**config.mk**
```make
export PLATFORM = sky130hd
export DESIGN_NAME = e3_alarm_mon
export DESIGN_NICKNAME = d
export VERILOG_FILES = /design/src/rtl/e3_alarm_mon_pkg.sv /design/src/rtl/alm_run_tracker.sv /design/src/rtl/alm_sticky_flag.sv /design/src/rtl/e3_alarm_mon.sv
export SDC_FILE = /design/constraint.sdc
export NUM_CORES = 1
export LEC_CHECK = 0
export ABC_AREA = 1
export BUFFER_PORTS_ARGS = -buffer_cell sky130_fd_sc_hd__clkbuf_2
export CAP_MARGIN = 25
export CORE_MARGIN = 3
export CORE_UTILIZATION = 46
export DETAILED_ROUTE_END_ITERATION = 8
export HOLD_SLACK_MARGIN = 0.12
export PLACE_DENSITY = 0.79
export RECOVER_POWER = 100
export SLEW_MARGIN = 10
export SYNTH_ARGS = -nofsm -noshare
export SYNTH_HDL_FRONTEND = slang
export SYNTH_SLANG_ARGS = --single-unit
```
**constraint.sdc**
```tcl
create_clock -name clk -period 3.2 [get_ports clk]
set_input_delay 0.32 -clock clk [delete_from_list [all_inputs] [get_ports clk]]
set_output_delay 0.32 -clock clk [all_outputs]
set_load 0.03 [all_outputs]
```
**src/rtl/e3_alarm_mon_pkg.sv**
```systemverilog
package e3_alarm_mon_pkg;

  typedef enum logic {
    ALM_CLEAR = 1'b0,
    ALM_SET   = 1'b1
  } alm_state_e;

  function automatic int max2(input int a, input int b);
    return (a > b) ? a : b;
  endfunction

endpackage

```
**src/rtl/alm_run_tracker.sv**
```systemverilog
module alm_run_tracker #(
  parameter int RUN_W = 3
) (
  input  logic             clk,
  input  logic             rst,
  input  logic             evt,
  input  logic             restart,
  input  logic             cond,
  input  logic [RUN_W-1:0] need_set,
  input  logic [RUN_W-1:0] need_clr,
  output logic             state_o,
  output logic             chg_o
);
  import e3_alarm_mon_pkg::*;

  alm_state_e         st_q;
  logic [RUN_W-1:0]   cnt_q;
  logic [RUN_W:0]     cnt_inc;
  logic [RUN_W-1:0]   need;
  logic               opposes;
  logic               done;

  always_comb begin
    need    = (st_q == ALM_SET) ? need_clr : need_set;
    opposes = (cond != st_q);
    cnt_inc = {1'b0, cnt_q} + {{RUN_W{1'b0}}, 1'b1};
    done    = (cnt_inc >= {1'b0, need});
  end

  always_ff @(posedge clk) begin
    if (rst) begin
      st_q  <= ALM_CLEAR;
      cnt_q <= '0;
      chg_o <= 1'b0;
    end else begin
      chg_o <= 1'b0;
      if (restart) begin
        cnt_q <= '0;
      end else if (evt) begin
        if (opposes) begin
          if (done) begin
            st_q  <= (st_q == ALM_SET) ? ALM_CLEAR : ALM_SET;
            cnt_q <= '0;
            chg_o <= 1'b1;
          end else begin
            cnt_q <= cnt_inc[RUN_W-1:0];
          end
        end else begin
          cnt_q <= '0;
        end
      end
    end
  end

  assign state_o = st_q;

endmodule

```
**src/rtl/alm_sticky_flag.sv**
```systemverilog
module alm_sticky_flag (
  input  logic clk,
  input  logic rst,
  input  logic set_i,
  input  logic clr_i,
  output logic q_o
);
  always_ff @(posedge clk) begin
    if (rst) begin
      q_o <= 1'b0;
    end else if (set_i) begin
      q_o <= 1'b1;
    end else if (clr_i) begin
      q_o <= 1'b0;
    end
  end
endmodule

```
**src/rtl/e3_alarm_mon.sv**
```systemverilog
module e3_alarm_mon #(
  parameter int ZCW          = 11,
  parameter int ZERO_THRESH  = 8,
  parameter int AIS_SET_N    = 2,
  parameter int AIS_CLR_N    = 2,
  parameter int FERF_N_SHORT = 3,
  parameter int FERF_N_LONG  = 5
) (
  input  logic           clk,
  input  logic           rst,
  input  logic           frame_end,
  input  logic [ZCW-1:0] zero_count,
  input  logic           a_bit,
  input  logic           ferf_sel,
  input  logic           ais_flag_clr,
  output logic           ais_pin,
  output logic           ais_stat,
  output logic           ferf_stat,
  output logic           ais_chg_pulse,
  output logic           ais_chg_flag
);
  import e3_alarm_mon_pkg::*;

  localparam int AIS_MAX  = max2(AIS_SET_N, AIS_CLR_N);
  localparam int FERF_MAX = max2(FERF_N_SHORT, FERF_N_LONG);
  localparam int AIS_W    = $clog2(AIS_MAX + 1);
  localparam int FERF_W   = $clog2(FERF_MAX + 1);

  logic              low_zero;
  logic              sel_q;
  logic              ferf_restart;
  logic [FERF_W-1:0] ferf_need;
  logic              ais_s;
  logic              ais_chg;
  logic              ferf_s;
  logic              ferf_chg;

  always_comb begin
    low_zero     = (zero_count < ZCW'(ZERO_THRESH));
    ferf_restart = (ferf_sel != sel_q);
    ferf_need    = ferf_sel ? FERF_W'(FERF_N_LONG) : FERF_W'(FERF_N_SHORT);
  end

  always_ff @(posedge clk) begin
    sel_q <= ferf_sel;
  end

  alm_run_tracker #(.RUN_W(AIS_W)) u_ais_run (
    .clk      (clk),
    .rst      (rst),
    .evt      (frame_end),
    .restart  (1'b0),
    .cond     (low_zero),
    .need_set (AIS_W'(AIS_SET_N)),
    .need_clr (AIS_W'(AIS_CLR_N)),
    .state_o  (ais_s),
    .chg_o    (ais_chg)
  );

  alm_run_tracker #(.RUN_W(FERF_W)) u_ferf_run (
    .clk      (clk),
    .rst      (rst),
    .evt      (frame_end),
    .restart  (ferf_restart),
    .cond     (a_bit),
    .need_set (ferf_need),
    .need_clr (ferf_need),
    .state_o  (ferf_s),
    .chg_o    (ferf_chg)
  );

  alm_sticky_flag u_ais_flag (
    .clk   (clk),
    .rst   (rst),
    .set_i (ais_chg_next),
    .clr_i (ais_flag_clr),
    .q_o   (ais_chg_flag)
  );

  logic ais_chg_next;
  always_comb begin
    ais_chg_next = frame_end && ((low_zero != ais_s) && ais_run_done);
  end

  logic ais_run_done;
  logic [AIS_W:0] ais_cnt_mirror;
  always_ff @(posedge clk) begin
    if (rst) begin
      ais_cnt_mirror <= '0;
    end else if (frame_end) begin
      if ((low_zero != ais_s) && !ais_run_done) begin
        ais_cnt_mirror <= ais_cnt_mirror + 1'b1;
      end else begin
        ais_cnt_mirror <= '0;
      end
    end
  end

  always_comb begin
    ais_run_done = ((ais_cnt_mirror + 1'b1) >=
                    (ais_s ? (AIS_W + 1)'(AIS_CLR_N) : (AIS_W + 1)'(AIS_SET_N)));
  end

  assign ais_pin       = ais_s;
  assign ais_stat      = ais_s;
  assign ferf_stat     = ferf_s;
  assign ais_chg_pulse = ais_chg;

endmodule

```
== After elaboration in Yosys (flattened, before gate mapping) ==
Cells that the tools add are included.

* Output and inout bits: 5
* Bits of input ports: 17
* Bits in latches: 0
* Bits in registers: 13
* Memories kept: 0
* Memory bits (writable): 0
* ROM bits: 0
* Logic and storage cells: 41

* Reductions and logical operators: 9
* Bitwise logic cells: 3
* Order comparisons: 4
* Muxes and demuxes: 11
* Add/subtract/negate cells: 3
* Divide/modulo/power cells: 0
* $mul: 0
* Shifts and indexed selects: 0
* Equality and inequality tests: 3

{| class="wikitable"
|+ Operators by type and width
! operator !! number
|-
| $mux 3 || 4
|-
| $lt 11x4->1 const B || 1
|-
| $ge 3x2->1 const B || 2
|-
| $mux 1 || 5
|-
| $add 3x1->4 const B || 1
|-
| $ge 4x3->1 || 1
|-
| $mux 2 || 2
|-
| $reduce_and 4->1 || 1
|-
| $add 2x1->3 const B || 1
|-
| $add 3x1->3 const B || 1
|-
| $logic_and 1x1->1 || 3
|-
| $ne 1x1->1 || 3
|-
| $not 1->1 || 3
|-
| $reduce_and 3->1 || 1
|-
| $reduce_or 3->1 || 1
|-
| $reduce_bool 2->1 || 1
|-
| $reduce_or 2->1 || 1
|-
| $logic_not 1->1 || 1
|}

== Longest topological paths before layout ==
* Depth after elaboration: 5
* Depth in mapped cells: 11
* Mapped depth without buffers: 11

== Modules after synthesis ==
From an unflattened synthesis, not the netlist that was laid out.

* Cell total of the unflattened synthesis: 148
* Area, all modules: 1022.2 um2

{| class="wikitable"
|+ Modules (own cells, without submodules)
! module !! sequential area each (um2) !! cells an instance !! area each (um2) !! instances
|-
| alm_run_tracker (u_ferf_run) || 100.1 || 54 || 384.1 || 1
|-
| alm_run_tracker (u_ais_run) || 80.1 || 49 || 322.8 || 1
|-
| e3_alarm_mon || 80.1 || 40 || 275.3 || 1
|-
| alm_sticky_flag || 20.0 || 5 || 40.0 || 1
|}

== Worst setup path before layout ==
OpenSTA, ideal clock, no wires.

* Path kind: reg2reg
* From: register u_ferf_run.cnt_q[0]
* To: register u_ferf_run.st_q, in the netlist u_ferf_run.state_o
* Path buffers: 0
* Cell stages (with the launch flop): 11
* Path slack: 1.537 ns
* Data required time: 3.084 ns
* Arrival time: 1.548 ns
* Cell sequence: dfxtp_1 ha_1 xnor2_1 inv_1 ha_1 nor2_1 nor2_1 o21ai_1 nand3b_1 a21oi_1 nor2_1

* Longest elaborated chain between the ends: 3

{| class="wikitable"
|+ Ends and longest elaborated chain
! item !! line !! RTL
|-
| start, declared || alm_run_tracker.sv:17 || <nowiki>logic [RUN_W-1:0] cnt_q;</nowiki>
|-
| start signal, assigned || alm_run_tracker.sv:46 || <nowiki>cnt_q <= cnt_inc[RUN_W-1:0];</nowiki>
|-
| $add 3x1->4 || alm_run_tracker.sv:26 || <nowiki>cnt_inc = {1'b0, cnt_q} + {{RUN_W{1'b0}}, 1'b1};</nowiki>
|-
| $ge 4x3->1 || alm_run_tracker.sv:27 || <nowiki>done = (cnt_inc >= {1'b0, need});</nowiki>
|-
| $reduce_and 4->1 (no line) || -- ||
|-
| end signal, assigned || alm_run_tracker.sv:42 || <nowiki>st_q <= (st_q == ALM_SET) ? ALM_CLEAR : ALM_SET;</nowiki>
|-
| end, declared || alm_run_tracker.sv:16 || <nowiki>alm_state_e st_q;</nowiki>
|}

No other way between the ends.
A chain may end at the register's enable or synchronous reset.

== Worst setup path after layout ==
Same ends and word-level chain as after synthesis.

==> flow_metrics.env <==
export IMPL_result_of_the_run="completed"
export IMPL_routed_via_count=693
export IMPL_grt_pass1_wl_um=2540
export IMPL_drt_pass1_iter_count=4
export IMPL_grt_antenna_before_repair=0
export IMPL_cts_repair_timing_setup_buffer_count=0
export IMPL_layout_commonest_cell="nand2_1"
export IMPL_arrival_ns=2.10
export IMPL_nNetsFinal=146
export IMPL_cellPowerDensity_mw_per_mm2=363
export IMPL_netlist_instances=102
export IMPL_drtAntennaViolNets=0
export IMPL_layout_cells_non_filler=138
export IMPL_critical_path_fanout_max=4
export IMPL_sw_frac_of_total_pct=24.6
export IMPL_mappedNetlistNets=124
export IMPL_synth_ff_latch_count=13
export IMPL_antenna_cell_count=0
export IMPL_htree_num_levels=1
export IMPL_tightest_slew_ns=0.355
export IMPL_final_seq_area_um2=260
export IMPL_irDropWorstVdd_mv=0.256
export IMPL_hold_viol_final=0
export IMPL_relSlewSlack_pct=76.1
export IMPL_critical_path_class="reg2reg"
export IMPL_row_count=13
export IMPL_grt_setup_unrepaired="no"
export IMPL_crit_path_start_kind="flop"
export IMPL_die_width_um=45.3
export IMPL_clk_pin_slew_ns=0.08
export IMPL_drt_initial_drc_count=15
export IMPL_power_frac_seq_pct=55.4
export IMPL_ctsRootBufferMaster="clkbuf_4"
export IMPL_mostFrequentLayoutCells="nand2_1 (18), inv_1 (17), nor2_1 (17), dfxtp_1 (13), clkbuf_2 (11)"
export IMPL_synth_yosys_seq_area_share_pct=36.7
export IMPL_area_taken_by_multi_input_logic_gates_um2=370
export IMPL_final_period_minus_worst_setup_slack_ns=1.93
export IMPL_synthesis_area_um2=709
export IMPL_report_final_slew_viol_count=0
export IMPL_layout_drive_gt1_share_pct=11.4
export IMPL_syn_area_per_cell_um2=6.96
export IMPL_finalWeightedCongestion=0.760
export IMPL_synthesis_yosys_warnings=0
export IMPL_vias_in_the_first_global_route=638
export IMPL_tritoncts="yes"
export IMPL_synth_lib_cells_used_distinct=18
export IMPL_synth_compound_area_share_pct=11.3
export IMPL_power_net_switching_mw=0.0734
export IMPL_synth_top_cell_area_share_pct=36.7
export IMPL_initial_utilization_pct=51.9
export IMPL_power_clock_fraction_pct=33.7
export IMPL_coreArea_mm2=0.00137
export IMPL_syn_to_final_growth_pct=15.7
export IMPL_power_share_combinational_pct=10.9
export IMPL_timing_setup_tns_ns=0
export IMPL_basic_gate_share_of_the_synthesized_area_counting_and_or_nand_and_nor_cells_pct=29.3
export IMPL_p_leak_nw=0.372
export IMPL_placedCellCount=134
export IMPL_yosysTopAreaCell="dfxtp_1"
export IMPL_overflow=0
export IMPL_post_dp_hpwl_um=1200
export IMPL_tritoncts_num_buffers=3
export IMPL_grt_util_all_layers_pct=17.6
export IMPL_die_h_um=45.3
export IMPL_drt_wl_total_um=1450
export IMPL_grt_max_degree=10
export IMPL_critical_path_endpoint_type="flop"
export IMPL_post_synth_fa_ha_maj_area_fraction_pct=8.82
export IMPL_postCtsHoldBufs=0
export IMPL_post_synth_mux_area_share_pct=1.41
export IMPL_r2r_slack_ns=1.27
export IMPL_clockBufferDepth=2
export IMPL_synth_area_leaders="dfxtp_1 (37%), nand2_1 (9.5%), nor2_1 (9.0%), ha_1 (8.8%), inv_1 (8.5%)"
export IMPL_layout_worst_path_cycle_share_pct=60.2
export IMPL_skew_ns=0.00173
export IMPL_total_i_o_pin_count=22
export IMPL_path_category_of_the_worst_min_delay_check="in2reg"
export IMPL_worst_skew_pair_late_latency_ns=0.28
export IMPL_synth_top_family_by_area="simple AND/OR/NAND/NOR gates"
export IMPL_fp_dieArea_mm2=0.00205
export IMPL_report_final_setup_viol=0
export IMPL_p_int_mw=0.225
export IMPL_worst_ep_required_time_ns=3.37
export IMPL_drt_drc_violations_left=0
export IMPL_layout_filler_cells=137
export IMPL_max_cap_violations=0
export IMPL_wl_per_cell_um=10.5
export IMPL_maximum_clock_rate_mhz=519
export IMPL_cts_repair_resized=0
export IMPL_numClockSinks=13
export IMPL_route_detailed_vias_per_inst=5.02
export IMPL_total_of_buffers_placed_on_input_and_output_ports=18
export IMPL_synth_xor_area_share_pct=2.47
==> through the flow <==
step	utilization [%]	area [um2]	total power, mW	setup WS (ns)	hold WS [ns]
after detailed placement	59.3	811	0.203	1.33	0.454
after global routing	60.1	821	0.314	1.13	0.236
final	60.1	821	0.298	1.27	0.225
after global placement	59.3	811	0.201	1.37	0.443
after floorplan	-	709	0.187	1.54	0.348
after CTS	61.3	837	0.305	1.32	0.188
==> logic make-up after synthesis <==
group,Yosys count
adders and majority gates,5
AOI/OAI and AO/OA,16
buffers and inverters,18
xor gates and xnor gates,2
and+or+nand+nor,47
DFF,13
muxes,1
==> Yosys cell counts <==
library cell,n
nand3_2,1
nand3b_1,2
o21ai_0,4
nand2_1,18
xor2_1,1
o21ai_1,2
dfxtp_1,13
nor3b_1,1
inv_1,16
mux2i_1,1
nor2_1,17
inv_2,1
xnor2_1,1
buf_4,1
or2_4,1
nand3_1,7
ha_1,5
a21oi_1,10
==> routing by layer <==
layer	vias up	track usage [%]	wire (um)
li1	367	-	-
met1	304	18.0	570
met2	17	31.4	755
met3	5	3.59	74
met4	0	12.3	44
met5	-	0	0
==> registers in the layout, summed over array words and instances (netlist names) <==
name / cells
ais_cnt_mirror: 3
sel_q: 1
u_ais_flag.q_o: 1
u_ais_run.chg_o: 1
u_ais_run.cnt_q: 2
u_ais_run.state_o: 1
u_ferf_run.cnt_q: 3
u_ferf_run.state_o: 1
==> area by class of cell <==
type / instances / share of cell area, %
Tap cell: 15 / 2.29
Timing Repair Buffer: 18 / 9.91
Inverter: 17 / 7.77
Multi-Input combinational cell: 71 / 45.1
Sequential cell: 13 / 31.7
Clock buffer: 4 / 3.20
==> worst max-delay path, stage by stage (launching register included) <==
cell and delay [ns]:
dfxtp_1 0.35, ha_1 0.21, xnor2_1 0.20, inv_1 0.07, ha_1 0.32, nor2_1 0.10
nor2_1 0.04, o21ai_0 0.14, nand3b_1 0.17, a21oi_1 0.16, nor2_1 0.07
==> final timing paths <==
kind         depth (start not counted)                 end                 from
max                                 10  u_ferf_run.state_o  u_ferf_run.cnt_q[0]
min                                  1               sel_q             ferf_sel
max reg2reg                         10  u_ferf_run.state_o  u_ferf_run.cnt_q[0]
min reg2reg                          2   ais_cnt_mirror[2]    ais_cnt_mirror[2]
==> power by group through the flow <==
stage | combinational (mW) | clock, mW | sequential [mW]
after floorplan | 0.0174 | 0 | 0.170
after global placement | 0.0318 | 0 | 0.169
after detailed placement | 0.0336 | 0 | 0.169
after CTS | 0.0338 | 0.106 | 0.165
after global routing | 0.0377 | 0.110 | 0.166
final | 0.0326 | 0.100 | 0.165
Note: power is estimated with default switching activity, not from simulation.
